--- config.mk ---
export PLATFORM = sky130hd
export DESIGN_NAME = rev_barrel_shifter
export DESIGN_NICKNAME = d
export VERILOG_FILES = /design/src/rtl/rbs_pkg.sv /design/src/rtl/bit_mirror.sv /design/src/rtl/rotr_core.sv /design/src/rtl/keep_mask_gen.sv /design/src/rtl/shift_flag_unit.sv /design/src/rtl/rev_barrel_shifter.sv
export SDC_FILE = /design/constraint.sdc
export NUM_CORES = 1
export LEC_CHECK = 0
export BUFFER_PORTS_ARGS = -buffer_cell sky130_fd_sc_hd__buf_2
export CORE_AREA = 10 10 106 108
export DETAILED_ROUTE_END_ITERATION = 10
export DIE_AREA = 0 0 116 118
export GPL_TIMING_DRIVEN = 0
export MAX_ROUTING_LAYER = met4
export PLACE_DENSITY_LB_ADDON = 0.08
export SLEW_MARGIN = 20
export SYNTH_ARGS = -nofsm -noshare
export SYNTH_HDL_FRONTEND = slang
export SYNTH_SLANG_ARGS = --single-unit
--- constraint.sdc ---
create_clock -name vclk -period 3.4
set_clock_uncertainty 0.2 [all_clocks]
set_input_delay 0.51 -clock vclk [all_inputs]
set_output_delay 0.51 -clock vclk [all_outputs]
set_load 0.1 [all_outputs]
--- src/rtl/rbs_pkg.sv ---
`timescale 1ns/1ps
package rbs_pkg;
    // bit 2: direction (1 = left); bits 1:0: 00 logical, 01 arithmetic, 10 rotate
    typedef enum logic [2:0] {
        SHR_LOG = 3'b000,
        SHR_ARI = 3'b001,
        ROT_R   = 3'b010,
        SHL_LOG = 3'b100,
        SHL_ARI = 3'b101,
        ROT_L   = 3'b110
    } shop_e;
endpackage

--- src/rtl/bit_mirror.sv ---
`timescale 1ns/1ps
module bit_mirror #(
    parameter int N = 32
) (
    input  logic [N-1:0] din,
    output logic [N-1:0] dout
);
    for (genvar i = 0; i < N; i++) begin : g_flip
        assign dout[i] = din[N-1-i];
    end
endmodule

--- src/rtl/rotr_core.sv ---
`timescale 1ns/1ps
module rotr_core #(
    parameter  int N  = 32,
    localparam int AW = $clog2(N)
) (
    input  logic [N-1:0]  din,
    input  logic [AW-1:0] amt,
    output logic [N-1:0]  dout
);
    logic [N-1:0] stage [0:AW];

    assign stage[0] = din;

    // one stage per amount bit, each rotating by a power of two
    for (genvar k = 0; k < AW; k++) begin : g_stage
        localparam int R = 1 << k;
        assign stage[k+1] = amt[k] ? {stage[k][R-1:0], stage[k][N-1:R]} : stage[k];
    end

    assign dout = stage[AW];

    always_comb begin : rot_guard

        rot_popcount_chk: assert ($countones(dout) == $countones(din))
            else $error("rotator changed the number of set bits");
    end
endmodule

--- src/rtl/keep_mask_gen.sv ---
`timescale 1ns/1ps
module keep_mask_gen #(
    parameter  int N  = 32,
    localparam int AW = $clog2(N)
) (
    input  logic [AW-1:0] amt,
    output logic [N-1:0]  keep
);
    // a set bit marks a rotated position that holds real data after a right shift
    always_comb begin
        for (int i = 0; i < N; i++) begin
            keep[i] = (i <= (N - 1 - int'(amt)));
        end
    end
endmodule

--- src/rtl/shift_flag_unit.sv ---
`timescale 1ns/1ps
module shift_flag_unit
    import rbs_pkg::*;
#(
    parameter int N = 32
) (
    input  logic [N-1:0] operand,
    input  logic [N-1:0] keep,
    input  logic [2:0]   op,
    output logic         ovf,
    output logic         zero
);
    logic [N-1:0] keep_hi;     // operand bits surviving a right shift
    logic [N-1:0] sign_win;    // top s+1 operand bits for arithmetic left
    logic [N-1:0] sign_diff;
    logic         sign;

    always_comb begin
        for (int i = 0; i < N; i++) begin
            keep_hi[i] = keep[N-1-i];
        end
        sign      = operand[N-1];
        sign_win  = ~(keep >> 1);
        sign_diff = operand ^ {N{sign}};
    end

    always_comb begin
        ovf  = 1'b0;
        zero = 1'b0;
        unique case (op)
            SHR_LOG, SHR_ARI: zero = ~|(operand & keep_hi);
            SHL_LOG: begin
                zero = ~|(operand & keep);
                ovf  = |(operand & ~keep);
            end
            SHL_ARI: begin
                zero = ~|(operand & keep);
                ovf  = |(sign_diff & sign_win);
            end
            default: zero = ~|operand;   // rotates and unassigned codes
        endcase
    end
endmodule

--- src/rtl/rev_barrel_shifter.sv ---
`timescale 1ns/1ps
module rev_barrel_shifter
    import rbs_pkg::*;
#(
    parameter  int WIDTH = 32,
    localparam int AMT_W = $clog2(WIDTH)
) (
    input  logic [WIDTH-1:0] operand_i,
    input  logic [AMT_W-1:0] shift_amt_i,
    input  logic [2:0]       op_i,
    output logic [WIDTH-1:0] result_o,
    output logic             overflow_o,
    output logic             zero_o
);
    logic             is_left;
    logic             is_rot;
    logic             is_valid;
    logic             fill_bit;
    logic [WIDTH-1:0] mirrored_in;
    logic [WIDTH-1:0] core_in;
    logic [WIDTH-1:0] rotated;
    logic [WIDTH-1:0] keep;
    logic [WIDTH-1:0] shaped;
    logic [WIDTH-1:0] mirrored_out;
    logic [WIDTH-1:0] shifted;

    always_comb begin
        is_left  = op_i[2];
        is_rot   = (op_i[1:0] == 2'b10);
        is_valid = (op_i[1:0] != 2'b11);
        fill_bit = (op_i == SHR_ARI) & operand_i[WIDTH-1];
    end

    bit_mirror #(.N(WIDTH)) u_mirror_in (
        .din  (operand_i),
        .dout (mirrored_in)
    );

    assign core_in = is_left ? mirrored_in : operand_i;

    rotr_core #(.N(WIDTH)) u_core (
        .din  (core_in),
        .amt  (shift_amt_i),
        .dout (rotated)
    );

    keep_mask_gen #(.N(WIDTH)) u_mask (
        .amt  (shift_amt_i),
        .keep (keep)
    );

    always_comb begin
        if (is_rot) shaped = rotated;
        else        shaped = (rotated & keep) | (~keep & {WIDTH{fill_bit}});
    end

    bit_mirror #(.N(WIDTH)) u_mirror_out (
        .din  (shaped),
        .dout (mirrored_out)
    );

    always_comb begin
        shifted  = is_left ? mirrored_out : shaped;
        result_o = is_valid ? shifted : operand_i;
    end

    shift_flag_unit #(.N(WIDTH)) u_flags (
        .operand (operand_i),
        .keep    (keep),
        .op      (op_i),
        .ovf     (overflow_o),
        .zero    (zero_o)
    );

    always_comb begin : top_guard

        zero_flag_chk: assert (zero_o == (result_o == '0))
            else $error("zero flag disagrees with result");

        zero_amt_chk: assert (!(shift_amt_i == '0) || (result_o == operand_i && !overflow_o))
            else $error("zero shift altered the word");

        pass_through_chk: assert (is_valid || (result_o == operand_i && !overflow_o))
            else $error("unassigned code altered the word");

        no_overflow_chk: assert (is_left && !is_rot || !overflow_o)
            else $error("overflow raised outside left shifts");
    end
endmodule

==> results_dict.tcl, run 1 <==
set metrics [dict create \
    ys_warn_count 0 \
    io_buffers 71 \
    hpwl_mm 22.5 \
    grt_max_degree 11 \
    yosysUniqueCellTypes 81 \
    syn_inst 771 \
    synthesis.area_um2 5530 \
    die_w_um 116 \
    synth_seq_area_share_pct 0 \
    io_pins 74 \
    status "did not finish" \
    dp_slack_ps -926 \
    gp_congestion 1.41 \
    tool.error "[ERROR GRT-0232] Routing congestion too high. Check the congestion heatmap in the GUI." \
    syn-num-nets 812 \
    rows 35 \
    start_util_pct 60.7 \
    die_h_um 118 \
    grt.total_usage_pct 80.3 \
    hold_buffers 0 \
    grt-ovfl-total 134 \
    synth.avg_cell_area_um2 7.17 \
    stop_stage "5_1_grt" \
]
==> synth_stat cells, types with 5 or more instances <==
cell type  instances  area, um^2
a2111oi_0          5        43.8
a211oi_1          13        97.6
a21o_1             8        60.1
a21oi_1           61         305
a221o_1            6        60.1
a221oi_1           8        70.1
a222oi_1           5        50.1
a22o_1             7        61.3
a22oi_1           31         233
a31oi_1            7        43.8
and2_1             6        37.5
and3_1             9        56.3
buf_1              6        22.5
buf_2             15        75.1
buf_6              5        56.3
clkbuf_1          71         267
inv_1             10        37.5
mux2_1            14         158
mux2_2            21         236
mux2i_1           43         430
mux4_2            32         721
nand2_1           57         214
nand2b_1           8        50.1
nand3_1            8        40.0
nor2_1            63         236
nor2b_1            8        50.1
nor3_1            13        65.1
nor4_1            11        68.8
o2111ai_1          5        43.8
o211ai_1          12        90.1
o21ai_0           41         205
o221a_2            8        90.1
o221ai_1           6        52.6
o22a_1             7        61.3
o22ai_1           44         275
o31ai_1            6        45.0
o32ai_1            8        70.1
or2_2              5        31.3
==> per-layer routing <==
metal | global-route usage (%) | GRT overflow
met1 | 78.5 | 11
met3 | 74.5 | 11
met4 | 77.6 | 47
met5 | - | -
met2 | 87.8 | 65
==> kinds of logic after synthesis <==
group                      count (synthesis)  share of synthesized area [%]
AOI/OAI and AO/OA                        333                           43.3
and+or+nand+nor                          209                           18.1
buffers and inverters                    115                           9.82
muxes                                    110                           27.9
xor gates and xnor gates                   3                          0.611
adders and majority gates                  1                          0.226
==> through the flow <==
stage          area, um^2  util (%)  std cells  hold WS (ps)
4_1_cts              8070      88.5        969          1450
2_1_floorplan        5990         -        771          1120
3_3_place_gp         6480      71.2        953          1620
3_5_place_dp         6480      71.2        953          1620
==> repair_timing <==
action	4_1_cts
endpoints found under the setup margin	34
setup buffers	18
gates cloned	2
endpoints found under the hold margin	0
pin swaps	47
resized for setup	385
==> run 2: changes to the inputs <==
CORE_AREA = 10 10 129 131   (was 10 10 106 108)
DIE_AREA = 0 0 139 141   (was 0 0 116 118)
MAX_ROUTING_LAYER = unset   (was met4)
PLACE_DENSITY_LB_ADDON = 0.15   (was 0.08)
==> run 2 against run 1 <==
Synthesized cell count unchanged. Area after synthesis unchanged. The flow now finishes, with violations (setup timing).
==> results_dict.tcl, run 2 <==
set metrics [dict create \
    grt.total_usage_pct 36.6 \
    hold_buffers 0 \
    fillers 1139 \
    viasPerCell 8.12 \
    syn-num-nets 812 \
    nFlopsAndLatches 0 \
    leakagePower_nw 3.29 \
    clkbuf_count 0 \
    start_util_pct 38.9 \
    netlist_top_cells_count "clkbuf_1 (71), nor2_1 (63), a21oi_1 (61)" \
    finalSetupTns_ps -7940 \
    yosysTopAreaCell "mux4_2" \
    grt_max_degree 12 \
    drc 0 \
    grt_pass1_wl_mm 56.0 \
    drtPass1Iterations 6 \
    io_pins 74 \
    synth.area.top_cells "mux4_2 (13%), mux2i_1 (7.8%), a21oi_1 (5.5%), o22ai_1 (5.0%), clkbuf_1 (4.8%)" \
    hold_violations 0 \
    hold_class "input pin to output pin" \
    grt-ovfl-total 0 \
    rows 44 \
    antenna_found_initial 0 \
    grt_pass1_vias 8139 \
    cap_viol_max_count 0 \
    min_from "operand_i[7]" \
    synth_top_area_share_pct 13.0 \
    drt_iter0_markers 1630 \
    tightest_slew_ps 831 \
    gp_congestion 1.10 \
    finalWorstSetupSlack_ps -321 \
    layout_common_cells "nand2_1 (49), a21oi_1 (48), buf_12 (47)" \
    synth.avg_cell_area_um2 7.17 \
    nNetsFinal 927 \
    worst-setup-path-type "input pin to output pin" \
    io_buffers 71 \
    crit_end "result_o[7]" \
    ant_nets 0 \
    antenna_cells 0 \
    route.met2.wl_mm 16.8 \
    syn_inst 771 \
    end_kind "output pin" \
    min_period_over_period_pct 109 \
    p_per_area_nw_per_um2 263 \
    wl_met1_mm 14.0 \
    synth_seq_area_share_pct 0 \
    areaGrowthSynthToFinish_pct 62.6 \
    utilization_pct 63.3 \
    path_max_fanout 7 \
    max_freq_mhz 269 \
    synthesis.area_um2 5530 \
    vias 8675 \
    die_w_um 139 \
    setup.worst_path.start "shift_amt_i[0]" \
    dieArea_um2 19600 \
    core_um2 14200 \
    synth.most_common_cell "clkbuf_1" \
    yosysUniqueCellTypes 81 \
    dp_slack_ps -1160 \
    route.met3.wl_mm 5.58 \
    ir_drop_uv 152 \
    ys_warn_count 0 \
    final_common_cell "nand2_1" \
    min_period_ps 3720 \
    required_ps 2690 \
    drive_gt1_share_pct 52.8 \
    regArea_um2 0 \
    setup_violations 34 \
    hpwl_mm 27.9 \
    start_kind "input pin" \
    drv_slew 0 \
    status "finished with violations" \
    relSlewSlack_pct 44.6 \
    highest-signal-layer "met4" \
    drt_wl_total_mm 39.7 \
    die_h_um 141 \
    rsz0062_at_grt "yes" \
    arrival_ps 3010 \
    failed_checks "setup timing" \
    route.detailed.wl_per_inst_um 37.2 \
    hold_slack_ps 1530 \
]
-- run 2: cell counts after synthesis --
No cell type changed its count.
-- run 2: stage by stage --
step                      std cells  cell area [um^2]  power, mW
final                          1068              8990       2.37
after floorplan                 771              5990       1.26
after global placement         1026              6580       1.69
after detailed placement       1026              6580       1.69
after CTS                      1052              8350       2.12
after global routing           1068              8990       2.40
-- run 2: worst min-delay path by stage --
stage	cells after the start	slack [ps]	end
3_5_place_dp	4	1690	overflow_o
2_1_floorplan	2	1120	overflow_o
5_1_grt	4	1520	result_o[30]
3_3_place_gp	4	1700	overflow_o
6_report	5	1530	overflow_o
4_1_cts	4	1490	result_o[30]
-- run 2: cells by family after synthesis --
| group | after synthesis | synth area share, % |
|---|---|---|
| AND/OR/NAND/NOR | 209 | 18.1 |
| multiplexers | 110 | 27.9 |
| XOR/XNOR | 3 | 0.611 |
| AO/OA/AOI/OAI | 333 | 43.3 |
| buffers and inverters | 115 | 9.82 |
| adder cells (fa/ha/maj) | 1 | 0.226 |
-- run 2: layout make-up --
type / instances / area (um^2) / share of cell area, %
Multi-Input combinational cell: 656 / 6450 / 71.8
Timing Repair Buffer: 118 / 1390 / 15.5
Tap cell: 184 / 230 / 2.56
Inverter: 12 / 46.3 / 0.515
Buffer: 98 / 872 / 9.70
-- run 2: what timing repair did --
action | CTS | global route
pin swaps | 33 | 44
endpoints found under the setup margin | 34 | 34
setup buffers | 28 | 13
gates cloned | 3 | 3
gates resized for setup | 394 | 114
-- run 2: worst max-delay path: stages --
cell	delay (ps)
buf_12	110
buf_12	150
buf_12	140
mux2_4	290
mux4_2	520
a32oi_2	230
o221ai_2	210
o2bb2ai_2	230
a211oi_2	60
a221o_4	370
buf_12	170
-- run 2: report_power, final --
group	internal, mW	switching (mW)
Clock	0	0
Sequential	0	0
Combinational	0.899	1.47
-- run 2: metal layers --
metal / GRT usage [%] / vias to the layer above
met5: 0 / -
met4: 22.2 / 0
met3: 12.1 / 283
met2: 55.5 / 934
met1: 44.1 / 4124
li1: - / 3334
(Power assumes the default switching activity.)
